===== src/rtl/ring_node.sv =====
module ring_node #(
  parameter int W = 8,
  parameter logic [W-1:0] RD_OP = 8'h30,
  parameter logic [W-1:0] BCAST = {W{1'b1}}
) (
  input  logic         clk,
  input  logic         rst_n,
  input  logic         en_n,
  input  logic [W-1:0] cfg_id,
  input  logic [W-1:0] bus_in,
  input  logic         cmd_in,
  input  logic         dat_in,
  input  logic [W-1:0] rd_data,
  input  logic         rd_avail,
  output logic         rd_take,
  output logic [W-1:0] bus_out,
  output logic         cmd_out,
  output logic         dat_out
);

  typedef enum logic [1:0] {P_ID, P_OP, P_BODY} phase_t;

  phase_t phase;
  logic   id_ok;
  logic   armed;
  logic   sub;
  logic   run;

  assign run     = ~en_n;
  assign sub     = armed & dat_in;
  assign rd_take = sub & rd_avail & run & rst_n;

  always_ff @(posedge clk or negedge rst_n) begin
    if (!rst_n) begin
      bus_out <= '0;
      cmd_out <= 1'b0;
      dat_out <= 1'b0;
    end else if (run) begin
      cmd_out <= cmd_in;
      dat_out <= dat_in;
      if (sub) bus_out <= rd_avail ? rd_data : '0;
      else     bus_out <= bus_in;
    end
  end

  always_ff @(posedge clk or negedge rst_n) begin
    if (!rst_n) begin
      phase <= P_ID;
      id_ok <= 1'b0;
      armed <= 1'b0;
    end else if (run) begin
      if (armed && dat_out && !dat_in) armed <= 1'b0;
      if (!cmd_in) begin
        phase <= P_ID;
      end else begin
        case (phase)
          P_ID: begin
            id_ok <= (bus_in == cfg_id) || (bus_in == BCAST);
            phase <= P_OP;
          end
          P_OP: begin
            if (id_ok) armed <= (bus_in == RD_OP);
            phase <= P_BODY;
          end
          default: phase <= P_BODY;
        endcase
      end
    end
  end

endmodule


===== config.mk =====
export PLATFORM = sky130hd
export DESIGN_NAME = ring_node
export DESIGN_NICKNAME = d
export VERILOG_FILES = /design/src/rtl/ring_node.sv
export SDC_FILE = /design/constraint.sdc
export NUM_CORES = 1
export LEC_CHECK = 0
export ABC_CLOCK_PERIOD_IN_PS = 960
export BUFFER_PORTS_ARGS = -buffer_cell sky130_fd_sc_hd__buf_2
export CAP_MARGIN = 20
export CORE_MARGIN = 2
export CORE_UTILIZATION = 35
export CTS_BUF_LIST = sky130_fd_sc_hd__clkbuf_4
export DETAILED_ROUTE_END_ITERATION = 10
export PLACE_DENSITY = 0.79
export SLEW_MARGIN = 0
export SYNTH_ARGS = -nofsm -noshare
export SYNTH_HDL_FRONTEND = slang
export SYNTH_SLANG_ARGS = --single-unit

===== constraint.sdc =====
create_clock -name clk -period 0.96 [get_ports clk]
set_input_delay 0.288 -clock clk [delete_from_list [all_inputs] [get_ports clk]]
set_output_delay 0.288 -clock clk [all_outputs]
set_load 0.005 [all_outputs]

Word level (Yosys, flattened, before mapping)

Cells that the tools add are included.

Mux-type cells: 8
Reduce and logical (&&, ||, !) cells: 6
Bitwise gates (word level): 5
Equality and inequality tests: 4

Operators by type and width:

| kind                                          | number |
|---|---|
| two-way mux 8 bit                             | 2 |
| == test 8 x 6 -> 1 bit, second input constant | 1 |
| == test 8 bit                                 | 1 |
| == test 8 bit, second input constant          | 1 |
| AND 1 bit                                     | 4 |
| two-way mux 1 bit                             | 4 |
| two-way mux 2 bit                             | 2 |
| AND reduction 3 bit                           | 1 |
| == test 2 x 1 -> 1 bit, second input constant | 1 |
| logical AND 1 bit                             | 2 |
| zero test 2 bit                               | 1 |
| zero test 1 bit                               | 1 |
| logical OR 1 bit                              | 1 |
| NOT 1 bit                                     | 1 |

Bits in registers: 14
Logic and storage cells: 29
Output and inout port bits: 11

Longest topological paths before layout

Gate-level depths: netlist of the first run.

Depth in word-level cells: 6
Depth in mapped cells: 4

Least setup slack after synthesis of the first run

Ideal clock, no wire load.

Path kind: register to register
Start point: register armed
End point: register bus_out[0]
Data arrival time: 0.917 ns
Path slack: -0.091 ns
Stages on the path, launching flop included: 5
Data required time: 0.826 ns
Setup time: 0.134 ns
Cells stage by stage: dfrtp_1 -> and2_0 -> and3_1 -> a21oi_1 -> o21ai_0

Cells in the longest elaborated chain, start to end: 2

Ends and longest elaborated chain:

| what                   | RTL line | source |
|---|---|---|
| from (decl)            | 25       | `logic armed;` |
| from (signal assigned) | 62       | `if (id_ok) armed <= (bus_in == RD_OP);` |
| AND 1 bit              | 30       | `assign sub = armed & dat_in;` |
| two-way mux 8 bit      | 41       | `if (sub) bus_out <= rd_avail ? rd_data : '0;` |
| to (signal assigned)   | 41       |  |
| to (signal assigned)   | 42       | `else bus_out <= bus_in;` |
| to (decl)              | 16       | `output logic [W-1:0] bus_out,` |

No other way between the ends.
A chain may end at the register's enable or synchronous reset.

Final worst setup path of the first run

Start point: register armed
End point: output rd_take

Cells in the longest elaborated chain, start to end: 4

Ends and longest elaborated chain:

| what                    | RTL line | source |
|---|---|---|
| AND 1 bit               | 30       |  |
| AND 1 bit (3 in series) | 31       | `assign rd_take = sub & rd_avail & run & rst_n;` |
| to (decl)               | 15       | `output logic rd_take,` |

No other way between the ends.

==> results of run 1 <==
report_power, final:
group          total (W)  internal [W]  switching (W)
combinational   0.000456      0.000266       0.000191
sequential      0.000712      0.000659      0.0000534
clock           0.000325      0.000145       0.000180
synthesized netlist by cell type:
| cell | count |
|---|---|
| nor4_1 | 2 |
| o21ai_0 | 8 |
| nand2_1 | 14 |
| clkbuf_1 | 2 |
| o311ai_0 | 1 |
| a21o_1 | 1 |
| a21oi_1 | 10 |
| nand2b_1 | 1 |
| o41ai_1 | 1 |
| nand4_1 | 3 |
| mux2_2 | 1 |
| nor4_2 | 1 |
| o22a_1 | 1 |
| dfrtp_1 | 14 |
| nor2_1 | 4 |
| and3_1 | 8 |
| and2_0 | 1 |
| nor3_1 | 2 |
| xor2_1 | 8 |
| nor2b_1 | 1 |
worst paths after layout:
| check | to | from | slack, ps | cells past startpoint |
|---|---|---|---|---|
| min in group asynchronous | cmd_out | rst_n | 500 | 3 |
| hold reg to reg | cmd_out | cmd_out | 480 | 2 |
| hold / removal | armed | bus_in[6] | 330 | 4 |
| max in group asynchronous | phase[1] | rst_n | 280 | 3 |
| setup / recovery | rd_take | armed | -350 | 3 |
| setup reg to reg | bus_out[4] | armed | -310 | 6 |
final cells by class:
cell class / instances / area, um2
fill: 147 / 589.3
tap: 27 / 33.78
timing repair buffer: 72 / 496.7
sequential: 14 / 351.6
multi-input combinational: 68 / 508.0
clock buffer: 3 / 22.52
per-stage QoR:
stage | worst slack [ps] | utilization [%] | area (um2)
3_3_place_gp | -192.5 | 57.19 | 1145
5_1_grt | -434.3 | 70.56 | 1413
6_report | -346.0 | 70.56 | 1413
4_1_cts | -312.5 | 64.31 | 1287
3_5_place_dp | -234.1 | 57.19 | 1145
2_1_floorplan | -18.45 | - | 765.7
per-layer routing:
layer | share of wire [%] | global-route usage, % | vias to the layer above | routed length, um
met5 | 0 | 0 | - | 0
met1 | 42 | 23.74 | 440 | 1015
li1 | - | - | 451 | -
met3 | 5.2 | 2.976 | 2 | 125
met2 | 52 | 33.77 | 43 | 1238
met4 | 0.79 | 8.108 | 0 | 19
registers in the layout (all words and copies together), names as in the netlist:
name	flops
cmd_out	1
phase	2
dat_out	1
id_ok	1
armed	1
bus_out	8
cells by family after synthesis:
kind of cell           synth area share [%]
flip-flops                            46.51
multiplexers                          1.495
buffers and inverters                0.9970
XOR/XNOR                              9.303
AO/OA/AOI/OAI                         16.45
AND/OR/NAND/NOR                       25.25
timing repair:
action | CTS | global route
resized for setup | 19 | 13
pin swaps | 3 | 16
hold endpoints to repair | 14 | 0
setup endpoints to repair | 20 | 21
buffers inserted | 5 | 9
hold buffers | 1 | 0
critical path: stages (launching register included):
cell and delay, ps:
dfrtp_1 380, nand2_2 80, nor3_2 150, buf_2 130
==> impl_metrics.tcl, run 1 <==
set metrics [dict create \
    grt_pass1_wl_um 3726 \
    p_per_area_nw_per_um2 1058 \
    synth_top_area_share_pct 46.51 \
    relSlewSlack_pct 78.74 \
    detail_route.vias_per_cell 5.087 \
    crit_type "reg -> out" \
    n_antenna_cell 0 \
    area_growth_pct 87.54 \
    numCtsBuffers 3 \
    port_buffers 40 \
    fin_setup_tns_ps -3852 \
    wl_per_cell_um 13.04 \
    power_w 0.001494 \
    violations "negative setup slack" \
    io-pin-count 41 \
    cap_violations 0 \
    min-delay-path-class "in -> reg" \
    clk-insertion-delay-late_ps 270 \
    required_ps 670 \
    layout_commonest_cell "buf_2" \
    dieHeight_um 50.39 \
    antenna_found_initial 0 \
    num_vias 936 \
    peakVddDrop_mv 0.8319 \
    dp_hpwl_um 1670 \
    syn_avg_cell_area_um2 8.967 \
    mostFrequentLayoutCells "36 x buf_2, 29 x buf_4, 13 x nand2_1, 13 x dfrtp_1" \
    ys_top_cells_by_area "dfrtp_1 47%, xor2_1 9.3%, nand2_1 7.0%" \
    power_leakage_nw 0.6896 \
    drt_wl_total_um 2399 \
    first_pass_iters 4 \
    cts_root_buf "clkbuf_4" \
    path_clk_slew_ps 80 \
    fp-row-count 16 \
    floorplan.die_area_um2 2539 \
    cp-start-kind "flop" \
    die_x_um 50.39 \
    synth-seq-cells 14 \
    grt-ovfl-total 0 \
    cts_tree "yes" \
    cts_max_level 1 \
    worst_slack_ps -346.0 \
    clock-sinks 14 \
    track_usage_pct 19.42 \
    finalCritPeriodShare_pct 136.0 \
    remaining_drc_errors 0 \
    syn-cell-area_um2 753.2 \
    hold_viol 0 \
    cp_max_fo 2 \
    synth_cell_type_count 20 \
    rsz0062_at_grt "yes" \
    clock_path_buffers 2 \
    synth-seq-area-share_pct 46.51 \
    tightest_slew_ps 314.7 \
    fin_crit_ps 1306 \
    finClkSkew_ps 1.959 \
    yosys_warnings 0 \
    finalSetupViolCount 20 \
    drt.antenna.violating_nets 0 \
    end_kind "output port" \
    dpl.cell_count 166 \
    fin_nets 189 \
    finalHoldWorstSlack_ps 328.0 \
    floorplan.initialDensity_pct 37.62 \
    gp_congestion 0.8204 \
    yosysTopAreaCell "dfrtp_1" \
    drt_iter0_drc 30 \
    syn-instance-count 84 \
    grt_pass1_vias 821 \
    status "finished with violations" \
    cp.arrival_ps 1020 \
    synth_nets 114 \
    grt_start_max_net_pins 18 \
    fmax_ghz 0.7657 \
    slew_violations 0 \
    drive_gt1_share_pct 63.69 \
    coreArea_um2 2002 \
    instances_no_fill 184 \
]
Note: power is estimated with default switching activity, not from simulation.
==> run 2, diff against run 1 <==
--- a/config.mk
+++ b/config.mk
@@ -5,6 +5,7 @@
 export SDC_FILE = /design/constraint.sdc
 export NUM_CORES = 1
 export LEC_CHECK = 0
+export ABC_AREA = 1
 export ABC_CLOCK_PERIOD_IN_PS = 960
 export BUFFER_PORTS_ARGS = -buffer_cell sky130_fd_sc_hd__buf_2
 export CAP_MARGIN = 20
@@ -12,7 +13,7 @@
 export CORE_UTILIZATION = 35
 export CTS_BUF_LIST = sky130_fd_sc_hd__clkbuf_4
 export DETAILED_ROUTE_END_ITERATION = 10
-export PLACE_DENSITY = 0.79
+export PLACE_DENSITY = 0.77
 export SLEW_MARGIN = 0
 export SYNTH_ARGS = -nofsm -noshare
 export SYNTH_HDL_FRONTEND = slang
==> run 2 against run 1 <==
The flow still finishes with violations (negative setup slack); setup slack lost 24 ps; worst hold slack lost 68 ps; final cell count grew 14%; final area shrank 8.0%; combinational power shrank 7.5%; power shrank 3.4%; critical path depth grew 2; first-iteration DRC count shrank 23%; critical endpoint unchanged; sequential share of layout area grew 2.1 points; wire length shrank 2.3%.
==> impl_metrics.tcl, run 2 <==
set metrics [dict create \
    cts_tree "yes" \
    synth_top_area_share_pct 42.17 \
    regToRegEndpoint "bus_out[6]" \
    fin_crit_ps 1330 \
    cts_root_buf "clkbuf_4" \
    synth_nets 149 \
    yosys_warnings 0 \
    drt_iter0_drc 23 \
    peakVddDrop_mv 0.9691 \
    finalCritPeriodShare_pct 138.6 \
    end_kind "output port" \
    rr_worst_depth 4 \
    slowest_delay_ps 400 \
    synth-seq-cells 14 \
    coreArea_um2 2233 \
    violations "negative setup slack" \
    ys.flop_type "dfrtp_1" \
    clock_path_buffers 2 \
    dieHeight_um 52.72 \
    switchingPower_w 0.0004332 \
    worst_slack_ps -370.3 \
    clock-sinks 14 \
    layout_commonest_cell "buf_2" \
    syn-instance-count 119 \
    top_register "bus_out" \
    first_pass_iters 4 \
    r2r_slack_ps -50 \
    p_per_area_nw_per_um2 1110 \
    synth-seq-area-share_pct 42.17 \
    io-pin-count 41 \
    largestRegisters "bus_out x8, phase x2" \
    clk-insertion-delay-late_ps 280 \
    remaining_drc_errors 0 \
    pwr-share-seq_pct 47.0 \
    crit_start "armed" \
    die_x_um 52.72 \
    worstHoldEndpoint "bus_out[7]" \
    ys_top_cells_by_area "dfrtp_1 42%, nand2_1 13%, a21oi_1 11%" \
    num_vias 983 \
    path_clk_slew_ps 90 \
    port_buffers 40 \
    cp.arrival_ps 1040 \
    fin_nets 212 \
    required_ps 670 \
    cp_cell_sequence "nand2_4 > inv_4 > nand3_2 > nor2_1 > buf_2" \
    synthTopCellsByCount "29 x nand2_1, 20 x nor2_1, 18 x a21oi_1" \
    min-delay-path-class "in -> reg" \
    utilization_pct 58.21 \
    cellInternalPower_w 0.001010 \
    mostFrequentLayoutCells "40 x buf_2, 28 x nand2_1, 19 x buf_4" \
    synth_edf_count 0 \
    fp-row-count 17 \
    multi_input_area_um2 476.7 \
    antenna_found_initial 0 \
    grt-ovfl-total 0 \
    power_leakage_nw 0.6847 \
    status "finished with violations" \
    track_usage_pct 17.97 \
    detail_route.vias_per_cell 4.703 \
    p_sw_share_pct 30.01 \
    n_antenna_cell 0 \
    cap_violations 0 \
    drt.antenna.violating_nets 0 \
    yosysTopAreaCell "dfrtp_1" \
    syn_avg_cell_area_um2 6.981 \
    drt_wl_total_um 2344 \
    relSlewSlack_pct 87.24 \
    cp-start-kind "flop" \
    gp_congestion 0.7677 \
    async_flop_share_pct 100.0 \
    hold_viol 0 \
    numCtsBuffers 3 \
    rsz0062_at_grt "yes" \
    grt_start_max_net_pins 15 \
    grt_pass1_vias 904 \
    dp_hpwl_um 1866 \
    power_frac_comb_pct 29.2 \
    floorplan.die_area_um2 2779 \
    finalSetupViolCount 19 \
    grt_pass1_wl_um 3698 \
    tightest_slew_ps 190.3 \
    pwr-share-clk_pct 23.7 \
    floorplan.initialDensity_pct 37.20 \
    fmax_ghz 0.7517 \
    wl_per_cell_um 11.22 \
    area_growth_pct 56.48 \
    crit_type "reg -> out" \
    yosysMostFrequentCell "nand2_1" \
    nFillCells 209 \
    slew_violations 0 \
    drive_gt1_share_pct 46.41 \
    syn-cell-area_um2 830.8 \
    largest_reg_flops 8 \
    cts_max_level 1 \
    hold_path_startpoint "rd_data[7]" \
    synth_cell_type_count 16 \
    min_path_cells 3 \
    finClkSkew_ps 4.519 \
    rr_startpoint "armed" \
    final-seq-area_um2 350.3 \
    cpMaxStageDelayCell "dfrtp_1" \
    cp_max_fo 2 \
    fin_setup_tns_ps -1804 \
]
## run 2: cell types whose count changed in the layout (fill, tap and decap cells not counted), moves of 4 or more
cell     previous run  this run
inv_1               0        12
buf_2              36        40
nand3_1             0        11
nand2_1            13        28
nor2_1              4        17
and3_4              8         0
o21ai_1             8         0
xor2_1              7         0
buf_4              29        19
a21oi_1             2         9
## run 2: power groups by stage
stage	sequential (W)	combinational (W)	clock, W
after detailed placement	0.000689	0.000365	0
after CTS	0.000677	0.000385	0.000347
after floorplan	0.000692	0.000148	0
after global placement	0.000687	0.000350	0
after global routing	0.000685	0.000471	0.000369
final	0.000679	0.000422	0.000342
## run 2: per-layer routing
metal | global-route usage (%) | vias up | wire (um)
met4 | 6.410 | 0 | 27
met2 | 30.21 | 31 | 1144
li1 | - | 504 | -
met1 | 23.12 | 443 | 1029
met3 | 2.857 | 5 | 143
met5 | 0 | - | 0
## run 2: critical path, delay by kind of cell (launching register included)
family / cells / cell delay, ps
AND/OR/NAND/NOR: 3 / 180
flip-flops: 1 / 400
buffers and inverters: 2 / 170
## run 2: layout make-up
type | count | area share (%)
multi-input combinational | 88 | 36.67
clock buffer | 3 | 1.732
tap | 28 | 2.695
inverter | 15 | 4.524
clock inverter | 1 | 0.2887
sequential | 14 | 26.95
timing repair buffer | 60 | 27.14
## run 2: logic make-up after synthesis
family / Yosys count / share of synthesized area (%)
buffers and inverters: 17 / 7.830
AND/OR/NAND/NOR: 65 / 33.43
AO/OA/AOI/OAI: 20 / 13.40
flip-flops: 14 / 42.17
XOR/XNOR: 3 / 3.163
## run 2: worst max-delay path by stage
stage          depth (start not counted)  slack (ps)       to
6_report                               5        -370  rd_take
4_1_cts                                5        -380  rd_take
3_3_place_gp                           6         -80  rd_take
2_1_floorplan                          4         -40  rd_take
5_1_grt                                5        -430  rd_take
3_5_place_dp                           6         -90  rd_take
## run 2: per-stage QoR
stage	total power, W	hold slack (ps)	instance area (um2)	std cells	worst slack (ps)
2_1_floorplan	0.0008403	-7.591	839.6	119	-38.50
3_3_place_gp	0.001037	252.4	1170	199	-77.04
3_5_place_dp	0.001053	257.1	1170	199	-92.52
4_1_cts	0.001409	263.9	1241	205	-377.1
5_1_grt	0.001526	274.3	1300	209	-431.8
6_report	0.001443	259.7	1300	209	-370.3
## run 2: what timing repair did
item | in CTS | in global routing
gates resized for setup | 7 | 8
pin swaps | 3 | 4
setup endpoints to repair | 19 | 21
hold buffers | 1 | 0
hold endpoints to repair | 14 | 0
buffers inserted | 2 | 4
==> run 3, diff against run 2 <==
--- a/config.mk
+++ b/config.mk
@@ -6,14 +6,14 @@
 export NUM_CORES = 1
 export LEC_CHECK = 0
 export ABC_AREA = 1
-export ABC_CLOCK_PERIOD_IN_PS = 960
+export ABC_CLOCK_PERIOD_IN_PS = 1300
 export BUFFER_PORTS_ARGS = -buffer_cell sky130_fd_sc_hd__buf_2
 export CAP_MARGIN = 20
 export CORE_MARGIN = 2
 export CORE_UTILIZATION = 35
 export CTS_BUF_LIST = sky130_fd_sc_hd__clkbuf_4
 export DETAILED_ROUTE_END_ITERATION = 10
-export PLACE_DENSITY = 0.77
+export PLACE_DENSITY = 0.75
 export SLEW_MARGIN = 0
 export SYNTH_ARGS = -nofsm -noshare
 export SYNTH_HDL_FRONTEND = slang
==> constraint.sdc (replaced) <==
create_clock -name clk -period 1.3 [get_ports clk]
set_input_delay 0.39 -clock clk [delete_from_list [all_inputs] [get_ports clk]]
set_output_delay 0.39 -clock clk [all_outputs]
set_load 0.005 [all_outputs]
==> run 3 against run 2 <==
The run still ends with negative setup slack left; final cell count down 6.2%; wire length down 8.2%; clock skew up 4.1 ps; largest power group unchanged; highest routed layer unchanged.
==> impl_metrics.tcl, run 3 (same netlist as run 2, synthesis figures left out) <==
set metrics [dict create \
    status "finished with violations" \
    violations "negative setup slack" \
    drt_wl_total_um 2151 \
    p_per_area_nw_per_um2 868.4 \
    drt.antenna.violating_nets 0 \
    remaining_drc_errors 0 \
    largestRegisters "bus_out x8, phase x2" \
    place_ws_ps 57.92 \
    floorplan.initialDensity_pct 37.20 \
    drt_iter0_drc 34 \
    postCtsHoldBufs 0 \
    track_usage_pct 18.05 \
    detail_route.vias_per_cell 4.827 \
    crit_start "armed" \
    switchingPower_w 0.0002946 \
    min-delay-path-class "in -> async" \
    power_leakage_nw 0.6131 \
    nFillCells 222 \
    die_x_um 52.72 \
    crit_type "reg -> out" \
    rr_startpoint "phase[1]" \
    top_register "bus_out" \
    clock-sinks 14 \
    port_buffers 40 \
    floorplan.die_area_um2 2779 \
    cellInternalPower_w 0.0006963 \
    grt_pass1_vias 914 \
    wl_per_cell_um 10.97 \
    route.met2.wl_um 1005 \
    fp-row-count 17 \
    peakVddDrop_mv 0.6219 \
    cts_root_buf "clkbuf_4" \
    topRoutingLayerUsed "met4" \
    relSlewSlack_pct 86.19 \
    r2r_slack_ps 280 \
    place_area_um2 1102 \
    rsz0062_at_grt "yes" \
    antenna_found_initial 0 \
    finalSetupViolCount 1 \
    clk-insertion-delay-late_ps 280 \
    regToRegEndpoint "id_ok" \
    io-pin-count 41 \
    cts_max_level 1 \
    p_sw_share_pct 29.73 \
    numCtsBuffers 3 \
    fin_crit_ps 1432 \
    fmax_ghz 0.6986 \
    first_pass_iters 4 \
    mostFrequentLayoutCells "40 x buf_2, 29 x nand2_1, 20 x nor2_1" \
    pwr-share-seq_pct 50.7 \
    layout_commonest_cell "buf_2" \
    path_clk_slew_ps 90 \
    grt-ovfl-total 0 \
    power_frac_comb_pct 24.0 \
    grt_start_max_net_pins 15 \
    hold_viol 0 \
    met1Wirelength_um 981 \
    num_vias 946 \
    cp_max_fo 2 \
    finalCritPeriodShare_pct 110.1 \
    tightest_slew_ps 206.4 \
    end_kind "output port" \
    rr_worst_depth 4 \
    coreArea_um2 2233 \
    clock_path_buffers 2 \
    dieHeight_um 52.72 \
    grt_pass1_wl_um 3739 \
    critPathCapture "rd_take" \
    cp-start-kind "flop" \
    area_growth_pct 37.35 \
    worst_slack_ps -131.5 \
    fin_nets 199 \
    finClkSkew_ps 8.666 \
    drive_gt1_share_pct 35.12 \
    dr_wl_met3_um 126 \
    cp.arrival_ps 1040 \
    slew_violations 0 \
    dp_hpwl_um 1789 \
    cts_tree "yes" \
    pwr-share-clk_pct 25.4 \
    gp_congestion 0.7660 \
    required_ps 910 \
    largest_reg_flops 8 \
    cap_violations 0 \
    fin_setup_tns_ps -131.5 \
    final_cell_area_um2 1141 \
    n_antenna_cell 0 \
]
run 3: repair_timing:
item | 4_1_cts | 5_1_grt
buffers inserted | 0 | 1
gates resized for setup | 1 | 0
setup endpoints to repair | 1 | 1
run 3: stage by stage:
step	instances	total power [W]	hold slack [ps]	utilization [%]
finish	196	0.0009909	49.98	51.09
global route	196	0.001062	57.04	51.09
CTS	195	0.0009942	63.30	50.76
detailed placement	191	0.0007493	356.6	49.36
global placement	191	0.0007388	354.2	49.36
floorplan	119	0.0006199	94.41	-
run 3: final cells by class:
cell class | count | area (um2) | area share, %
multi-input cells | 88 | 420.4 | 36.84
flip-flops and latches | 14 | 350.3 | 30.70
repair buffers | 47 | 252.7 | 22.15
inverters | 15 | 56.30 | 4.934
well taps | 28 | 35.03 | 3.070
clock buffers | 3 | 22.52 | 1.974
clock inverters | 1 | 3.754 | 0.3289
run 3: how the worst min path moves through the flow:
stage | startpoint | endpoint | depth (start not counted)
global route | rst_n | bus_out[2] | 2
floorplan | rst_n | armed | 0
finish | rst_n | bus_out[0] | 2
CTS | rst_n | bus_out[0] | 2
detailed placement | rst_n | bus_out[2] | 2
global placement | rst_n | bus_out[2] | 2
run 3: worst max-delay path: stages, from the launching register on:
cell and delay (ps):
dfrtp_1 370, nand2_2 70, inv_2 60, nand3_2 50, nor2_1 90, buf_2 120
run 3: power groups by stage:
stage	Sequential, W	Combinational [W]	Clock (W)
floorplan	0.000511	0.000109	0
global placement	0.000510	0.000229	0
detailed placement	0.000511	0.000239	0
CTS	0.000502	0.000240	0.000252
global route	0.000508	0.000272	0.000282
finish	0.000502	0.000237	0.000251
run 3: per-layer routing:
metal / up-vias / track usage [%]
met1: 429 / 23.02
met3: 5 / 2.857
li1: 481 / -
met5: - / 0
met2: 31 / 30.00
met4: 0 / 7.692
